`src/rtl/msi_pkg.sv`:
```
package msi_pkg;

    typedef enum logic [1:0] {
        ST_INV = 2'd0,
        ST_SHR = 2'd1,
        ST_MOD = 2'd2
    } msi_state_e;

    typedef enum logic [1:0] {
        EV_NONE = 2'd0,
        EV_RD   = 2'd1,
        EV_RDX  = 2'd2
    } bus_evt_e;

endpackage

```
`src/rtl/msi_req_fsm.sv`:
```
module msi_req_fsm
    import msi_pkg::*;
(
    input  msi_state_e cur_i,
    input  logic       write_i,
    output msi_state_e nxt_o,
    output bus_evt_e   evt_o
);
    always_comb begin
        nxt_o = cur_i;
        evt_o = EV_NONE;
        if (write_i) begin
            if (cur_i != ST_MOD) begin
                nxt_o = ST_MOD;
                evt_o = EV_RDX;
            end
        end else if (cur_i == ST_INV) begin
            nxt_o = ST_SHR;
            evt_o = EV_RD;
        end
    end
endmodule

```
`src/rtl/msi_snoop_fsm.sv`:
```
module msi_snoop_fsm
    import msi_pkg::*;
(
    input  msi_state_e cur_i,
    input  bus_evt_e   evt_i,
    output msi_state_e nxt_o,
    output logic       flush_o
);
    always_comb begin
        nxt_o   = cur_i;
        flush_o = 1'b0;
        unique case (evt_i)
            EV_RD: begin
                if (cur_i == ST_MOD) begin
                    nxt_o   = ST_SHR;
                    flush_o = 1'b1;
                end
            end
            EV_RDX: begin
                flush_o = (cur_i == ST_MOD);
                nxt_o   = ST_INV;
            end
            default: ;
        endcase
    end
endmodule

```
`src/rtl/msi_snoop_ctrl.sv`:
```
module msi_snoop_ctrl
    import msi_pkg::*;
#(
    parameter int NUM_CPU   = 3,
    parameter int NUM_LINES = 4,
    localparam int CPU_W    = (NUM_CPU > 1) ? $clog2(NUM_CPU) : 1,
    localparam int LINE_W   = (NUM_LINES > 1) ? $clog2(NUM_LINES) : 1,
    localparam int ST_BITS  = 2 * NUM_CPU * NUM_LINES
) (
    input  logic                clk_i,
    input  logic                rst_ni,
    input  logic                req_valid_i,
    input  logic [CPU_W-1:0]    req_cpu_i,
    input  logic                req_write_i,
    input  logic [LINE_W-1:0]   req_line_i,
    output logic [1:0]          bus_evt_o,
    output logic                flush_o,
    output logic [CPU_W-1:0]    flush_cpu_o,
    output logic [ST_BITS-1:0]  state_o
);
    typedef struct packed {
        msi_state_e [NUM_CPU-1:0][NUM_LINES-1:0] st;
        bus_evt_e                                evt;
        logic                                    flush;
        logic [CPU_W-1:0]                        fcpu;
    } regs_t;

    regs_t d, q;

    msi_state_e [NUM_CPU-1:0] cur_st;
    msi_state_e [NUM_CPU-1:0] snp_nxt;
    logic       [NUM_CPU-1:0] snp_flush;
    msi_state_e               req_cur;
    msi_state_e               req_nxt;
    bus_evt_e                 req_evt;
    logic                     cpu_ok;

    assign cpu_ok = ({1'b0, req_cpu_i} < (CPU_W + 1)'(NUM_CPU));

    for (genvar c = 0; c < NUM_CPU; c++) begin : g_cpu
        assign cur_st[c] = q.st[c][req_line_i];

        msi_snoop_fsm i_snoop (
            .cur_i   (cur_st[c]),
            .evt_i   (req_evt),
            .nxt_o   (snp_nxt[c]),
            .flush_o (snp_flush[c])
        );

        for (genvar l = 0; l < NUM_LINES; l++) begin : g_line
            assign state_o[(c*NUM_LINES+l)*2 +: 2] = q.st[c][l];
        end
    end

    always_comb begin
        req_cur = ST_INV;
        for (int c = 0; c < NUM_CPU; c++) begin
            if (CPU_W'(c) == req_cpu_i) req_cur = cur_st[c];
        end
    end

    msi_req_fsm i_req (
        .cur_i   (req_cur),
        .write_i (req_write_i),
        .nxt_o   (req_nxt),
        .evt_o   (req_evt)
    );

    always_comb begin
        d       = q;
        d.evt   = EV_NONE;
        d.flush = 1'b0;
        d.fcpu  = '0;
        if (req_valid_i && cpu_ok) begin
            d.evt = req_evt;
            for (int c = 0; c < NUM_CPU; c++) begin
                if (CPU_W'(c) == req_cpu_i) begin
                    d.st[c][req_line_i] = req_nxt;
                end else begin
                    d.st[c][req_line_i] = snp_nxt[c];
                    if (snp_flush[c] && !d.flush) begin
                        d.flush = 1'b1;
                        d.fcpu  = CPU_W'(c);
                    end
                end
            end
        end
    end

    always_ff @(posedge clk_i) begin
        if (!rst_ni) begin
            q.st    <= '{default: ST_INV};
            q.evt   <= EV_NONE;
            q.flush <= 1'b0;
            q.fcpu  <= '0;
        end else begin
            q <= d;
        end
    end

    assign bus_evt_o   = q.evt;
    assign flush_o     = q.flush;
    assign flush_cpu_o = q.fcpu;
endmodule

```
`config.mk`:
```
export PLATFORM = sky130hd
export DESIGN_NAME = msi_snoop_ctrl
export DESIGN_NICKNAME = d
export VERILOG_FILES = /design/src/rtl/msi_pkg.sv /design/src/rtl/msi_req_fsm.sv /design/src/rtl/msi_snoop_fsm.sv /design/src/rtl/msi_snoop_ctrl.sv
export SDC_FILE = /design/constraint.sdc
export NUM_CORES = 1
export LEC_CHECK = 0
export BUFFER_PORTS_ARGS = -buffer_cell sky130_fd_sc_hd__buf_2
export CAP_MARGIN = 20
export CORE_MARGIN = 2
export CORE_UTILIZATION = 45
export DETAILED_ROUTE_END_ITERATION = 12
export PLACE_DENSITY_LB_ADDON = 0.1
export SLEW_MARGIN = 20
export SYNTH_ARGS = -nofsm -noshare
export SYNTH_HDL_FRONTEND = slang
export SYNTH_SLANG_ARGS = --single-unit
export TNS_END_PERCENT = 30
```
`constraint.sdc`:
```
create_clock -name clk_i -period 2.15 [get_ports clk_i]
set_input_delay 0.1075 -clock clk_i [delete_from_list [all_inputs] [get_ports clk_i]]
set_output_delay 0.1075 -clock clk_i [all_outputs]
set_load 0.02 [all_outputs]
```
==> Yosys cells after proc, flatten, opt, wreduce, memory -nomap -nowiden <==
Index checks and enable logic that the tools add are counted.
{ "classes": {"order_cmp": 3, "n_eq_ne": 8, "muxes": 46, "n_reduce_logical": 9} }
{ "op_table": {"columns": ["operator", "count"], "rows": [
  ["bitwise mux 8 bit", 6],
  ["2-to-1 mux 2 bit", 15],
  ["2-to-1 mux 3 bit", 8],
  ["2-to-1 mux 8 bit", 3],
  ["binary-select mux 2 bit (select 2 bit)", 3],
  ["case mux 2 bit (2 select lines)", 3],
  ["equality test 2 bit (second input constant)", 4],
  ["case mux 1 bit (2 select lines)", 3],
  ["demux 2 bit (select 2 bit)", 1],
  ["logical AND 1 bit", 4],
  ["zero test 2 bit", 2],
  ["2-to-1 mux 1 bit", 4],
  ["less-than comparator 2 x 3 -> 1 bit (second input constant)", 1],
  ["equality test 1 x 2 -> 1 bit (first input constant)", 1],
  ["equality test 2 x 1 -> 1 bit (second input constant)", 1],
  ["equality test 2 bit (first input constant)", 1],
  [">= comparator 2 x 1 -> 1 bit (second input constant)", 1],
  ["zero test 1 bit", 2],
  ["less-than comparator 2 bit (second input constant)", 1],
  ["!= test 2 bit (second input constant)", 1],
  ["AND reduction 2 bit", 1]
]} }
{ "word_totals": {"ff_bits": 29, "in_bits": 8, "out_inout_bits": 29, "wordCells": 81} }

==> Longest topological paths before layout <==
{ "logic_depth": {"depth_word": 22, "depth_mapped": 9, "mapped_depth_nobuf": 6} }

==> Modules after synthesis <==
Synthesis repeated with hierarchy kept, for this count alone.
{ "unflattened": {"cells_unflattened": 158, "area_unflattened_um2": 1591.5} }
{ "modules_own_cells": {"columns": ["mod", "n_inst", "cells_per_inst", "area_each_um2", "seq_area_each_um2"], "rows": [
  ["msi_snoop_ctrl", 1, 132, 1406.3, 580.6],
  ["msi_snoop_fsm", 3, 7, 51.3, 0.0],
  ["msi_req_fsm", 1, 5, 31.3, 0.0]
]} }

==> Worst setup path before layout <==
Ideal clock, no wire load.
{ "synth_path": {"path_kind": "register to register", "start": "reg q, in the netlist state_o[21]", "end": "reg q, in the netlist state_o[3]", "setup_time_ns": 0.133, "arrival_time_ns": 1.776, "required_time_ns": 2.017, "setup_slack_ns": 0.241, "stages_incl_launch_ff": 7, "n_path_buf": 0, "period_less_slack_ns": 1.909, "cell_sequence": "dfxtp_1 > mux4_2 > nor2_4 > a2bb2oi_4 > nand2_1 > a221oi_2 > a21oi_1"} }
{ "synth_via": {"elab_chain_cells": 10, "elab_cells_between_ends": 17, "cone_classes": "3 x eq/ne; 13 x mux; 1 x reduce/logical"} }
{ "synth_lines": {"columns": ["item", "line", "text"], "rows": [
  ["from (decl)", "msi_snoop_ctrl.sv:28", "regs_t d, q;"],
  ["binary-select mux 2 bit (select 2 bit) (*)", "msi_snoop_ctrl.sv:41", "assign cur_st[c] = q.st[c][req_line_i];"],
  ["2-to-1 mux 2 bit (not written as such) (*)", "msi_snoop_ctrl.sv:41", null],
  ["2-to-1 mux 2 bit (*)", "msi_snoop_ctrl.sv:58", "if (CPU_W'(c) == req_cpu_i) req_cur = cur_st[c];"],
  ["!= test 2 bit or zero test 2 bit (tied branches)", "msi_req_fsm.sv:13, msi_req_fsm.sv:17", null],
  ["2-to-1 mux 2 bit or 2-to-1 mux 1 bit (tied branches)", "msi_req_fsm.sv:13, msi_req_fsm.sv:17", null],
  ["2-to-1 mux 2 bit", "msi_req_fsm.sv:12", "if (write_i) begin"],
  ["equality test 2 bit or equality test 2 x 1 -> 1 bit (tied branches)", "msi_snoop_fsm.sv:12", "unique case (evt_i)"],
  ["case mux 2 bit (2 select lines)", "msi_snoop_fsm.sv:12", null],
  ["bitwise mux 8 bit", "msi_snoop_ctrl.sv:80", "d.st[c][req_line_i] = snp_nxt[c];"],
  ["2-to-1 mux 8 bit (*)", "msi_snoop_ctrl.sv:77", "if (CPU_W'(c) == req_cpu_i) begin"]
]} }
Every way passes the cells marked *; elsewhere a longest branch is shown, timed or not. The select of a mux whose other input is x is not followed.
A chain may end at the register's enable or synchronous reset.

==> Final worst setup path <==
{ "layout_path": {"start": "reg q, in the netlist state_o[21]", "end": "reg q, in the netlist state_o[17]"} }
{ "layout_via": {"elab_chain_cells": 10, "elab_cells_between_ends": 19, "cone_classes": "4 x eq/ne; 14 x mux; 1 x reduce/logical"} }
{ "layout_lines": {"columns": ["item", "line"], "rows": [
  ["binary-select mux 2 bit (select 2 bit) (*)", "msi_snoop_ctrl.sv:41"],
  ["2-to-1 mux 2 bit (not written as such) (*)", "msi_snoop_ctrl.sv:41"],
  ["2-to-1 mux 2 bit", "msi_snoop_ctrl.sv:58"],
  ["!= test 2 bit or zero test 2 bit (tied branches)", "msi_req_fsm.sv:13, msi_req_fsm.sv:17"],
  ["2-to-1 mux 2 bit or 2-to-1 mux 1 bit (tied branches)", "msi_req_fsm.sv:13, msi_req_fsm.sv:17"],
  ["2-to-1 mux 2 bit", "msi_req_fsm.sv:12"],
  ["equality test 2 bit or equality test 2 x 1 -> 1 bit (tied branches)", "msi_snoop_fsm.sv:12"],
  ["case mux 2 bit (2 select lines)", "msi_snoop_fsm.sv:12"],
  ["bitwise mux 8 bit", "msi_snoop_ctrl.sv:80"],
  ["2-to-1 mux 8 bit (*)", "msi_snoop_ctrl.sv:77"]
]} }
Marks and branches as above.

==> metrics.csv <==
stage;metric;value;unit
run_status;result of the run;finished, final reports clean;
logic_synthesis;yosys warns;0;
floorplan;Rows;22;
global_routing;initial antenna violation count;0;
logic_synthesis;list of most frequent post-synthesis cells;29 x dfxtp_1, 26 x nand2_1, 20 x a21oi_1;
placement;Port Buf Inserts;36;
global_routing;gr ovfl total;0;
worst_hold_path;Worst Min Path Start;req_write_i;
worst_setup_path;Crit Reg-Reg Startpoint;state_o[21];
routing;Vias;1628;
power_and_ir_drop;total power;1.47;mW
worst_setup_path;worst-path maximum fanout;8;
global_routing;All-Layer GR Usage;23.3;%
routing;vias per cell;5.84;
timing;final setup TNS;0;ns
floorplan;die area;4250;µm²
cts;clock sinks;29;
logic_synthesis;Synth Instances;192;
timing;Clock Skews;0.00501;ns
layout;area occupied by multi-input gates;1020;µm²
worst_setup_path;Worst Path Required;2.30;ns
logic_synthesis;cell taking the most area after synthesis;dfxtp_1;
global_routing;vias in the first global route;1500;
cts;Hold-fix buffers, CTS;0;
cts;quantity of gates resized following cts;0;
logic_synthesis;Synth Flop Type;dfxtp_1;
power_and_ir_drop;switching share of power;24.8;%
cts;H-tree levels;2;
cts;TritonCTS Buffers;5;
layout;filler instances;349;
routing;DRC viols;0;
logic_synthesis;Yosys reg bits;29;
logic_synthesis;count leader, synth;dfxtp_1;
cts;TritonCTS clock tree;built;
timing;worst slew pin tran;0.546;ns
timing;Slew Limit Fails;0;
floorplan;DIE HEIGHT;65.2;µm
timing;final period utilization;95.5;%
logic_synthesis;register area share after synthesis;34.4;%
floorplan;initial core utilization;46.4;%
worst_setup_path;Worst setup EP type;register;
logic_synthesis;syn nets;200;
logic_synthesis;top cells by area, synth;dfxtp_1 34%, mux4_2 9.3%, a21oi_1 5.9%;
worst_setup_path;Buf/Inv on CP;0;
global_routing;largest net degree at the start of global routing;28;
layout;final core occ;57.0;%
global_routing;first-pass GRT wire length;7550;µm
placement;gpl congestion;1.02;
power_and_ir_drop;Worst VDD drop;0.395;mV
worst_setup_path;Crit Path Class;reg2reg;
worst_setup_path;worst path cell trace;mux4_2, nor2_4, a2bb2oi_4, o21ai_0, a221oi_2, a21oi_1;
cts;clock-pin slew on the worst setup and hold paths;0.07;ns
routing;WL per Instance;16.6;µm
timing;RSZ-0062 raised after global routing;false;
cts;clock latency at the later pin of the worst-skew pair;0.28;ns
worst_setup_path;Startpoint Class;register;
timing;FMAX;487;MHz
run;max-cap violations;0;
routing;ANT nets after route;0;
floorplan;Core ar.;3630;µm²
cts;Root Driver;clkbuf_8;
power_and_ir_drop;clock network power share;45.5;%
worst_setup_path;Worst EP arrival;2.20;ns
power_and_ir_drop;combinational power share;15.8;%
placement;post-DP HPWL;3450;µm
routing;drt pass-1 iters;4;
logic_synthesis;post-synthesis cell type count;43;
timing;Slew HR;63.2;%
logic_synthesis;Synth top area share;34.4;%
routing;Total Wirelength;4630;µm
power_and_ir_drop;Switch Pwr;364;µW
layout;Layout area overhead;22.8;%
worst_setup_path;crit-path leading delay family;compound AO/OA/AOI/OAI gates;
logic_synthesis;asr flop ratio synth;0;%
timing;final worst path period need;2.05;ns
worst_hold_path;worst min-delay path class;in2reg;
timing;Final Hold Fails;0;
logic_synthesis;syn_area_per_cell;8.78;µm²
layout;ANT cells;0;
cts;Clock Tree Buf Depth;2;
logic_synthesis;synthesized cell area;1690;µm²
worst_setup_path;Slowest-stage cell, CP;mux4_2;
worst_setup_path;CP peak stage delay;0.50;ns
power_and_ir_drop;Seq pwr share;38.6;%
routing;Iteration-0 DRC Markers;66;
floorplan;io pins;37;
floorplan;die width;65.2;µm
logic_synthesis;number of synthesized flops with an enable pin;0;
timing;Setup-failing EPs final;0;
layout;layout cells sized above 1;33.3;%
power_and_ir_drop;Static Leak;0.844;nW
layout;nets;238;
worst_setup_path;Critical path origin;state_o[21];
power_and_ir_drop;Pint;1.10;mW
power_and_ir_drop;pwr/cell area;708;nW/µm²
layout;register area;581;µm²
cts;# Post-CTS Setup Buffers;0;
==> stage by stage <==
| step | std cells | worst slack, ns | instance area (µm²) | hold slack (ns) |
|---|---|---|---|---|
| global route | 279 | 0.00529 | 2070 | 0.216 |
| finish | 279 | 0.0978 | 2070 | 0.208 |
| detailed placement | 271 | 0.0809 | 1920 | 0.478 |
| CTS | 279 | 0.0949 | 2060 | 0.201 |
| floorplan | 192 | 0.241 | 1690 | 0.274 |
| global placement | 271 | 0.125 | 1920 | 0.475 |
==> layout make-up <==
class	count	area share (%)
well taps	48	2.90
inverters	8	1.45
clock inverters	3	3.14
flip-flops and latches	29	28.0
clock buffers	5	3.32
repair buffers	45	12.0
multi-input cells	141	49.2
==> power groups by stage <==
stage | Sequential, mW | Combinational [mW] | Clock (mW)
2_1_floorplan | 0.594 | 0.146 | 0
3_3_place_gp | 0.577 | 0.223 | 0
3_5_place_dp | 0.578 | 0.226 | 0
4_1_cts | 0.566 | 0.227 | 0.678
5_1_grt | 0.568 | 0.250 | 0.701
6_report | 0.566 | 0.232 | 0.668
==> kinds of logic (layout without fill, tap and decap cells) <==
kind of cell	after synthesis	in the layout	synth area share, %
muxes	16	16	15.0
and+or+nand+nor	60	60	17.6
AOI/OAI and AO/OA	65	65	27.0
DFF	29	29	34.4
buffers and inverters	22	61	6.01
==> path summary, 6_finish.rpt <==
| path | end | depth (start not counted) | slack [ns] |
|---|---|---|---|
| max | state_o[17] | 6 | 0.1 |
| min | bus_evt_o[1] | 3 | 0.21 |
| max reg2reg | state_o[17] | 6 | 0.1 |
| min reg2reg | state_o[0] | 2 | 0.48 |
==> cells in the final DEF, fill, tap and decap left out, drive strengths merged <==
master and n:
a21boi 1, clkinv 1, o22ai 6, a2111oi 1
and2 1, a221o 1, o32ai 1, mux4 7
o22a 3, clkbuf 5, nor2b 3, a221oi 2
o211a 1, a31oi 2, a21o 2, bufinv 2
mux2 4, and3 1, or2 2, nand2b 4
o21ai 20, nor3b 2, a2bb2oi 1, nor2 12
a21oi 20, inv 8, o31ai 1, nand3 1
nand3b 2, nand2 27, dfxtp 29, nand4b 1
buf 45, nor3 4, o221ai 3, mux2i 5
==> metal layers <==
layer | vias to the layer above | wire (µm) | track usage, %
met2 | 80 | 2220 | 37.6
met5 | - | 0 | 0
met3 | 10 | 348 | 4.97
met1 | 766 | 1990 | 29.9
li1 | 772 | - | -
met4 | 0 | 75 | 10.4
==> state kept, by name, indices dropped and copies added (netlist names) <==
signal / flops
bus_evt_o: 2
state_o: 24
flush_o: 1
flush_cpu_o: 2
==> worst reg2reg max path: stages, from the launching register on <==
cell and delay (ns):
dfxtp_1 0.34, mux4_2 0.50, nor2_4 0.14, a2bb2oi_4 0.26, o21ai_0 0.17, a221oi_2 0.37
a21oi_1 0.14
No activity file was read; power rests on OpenSTA's default activity.
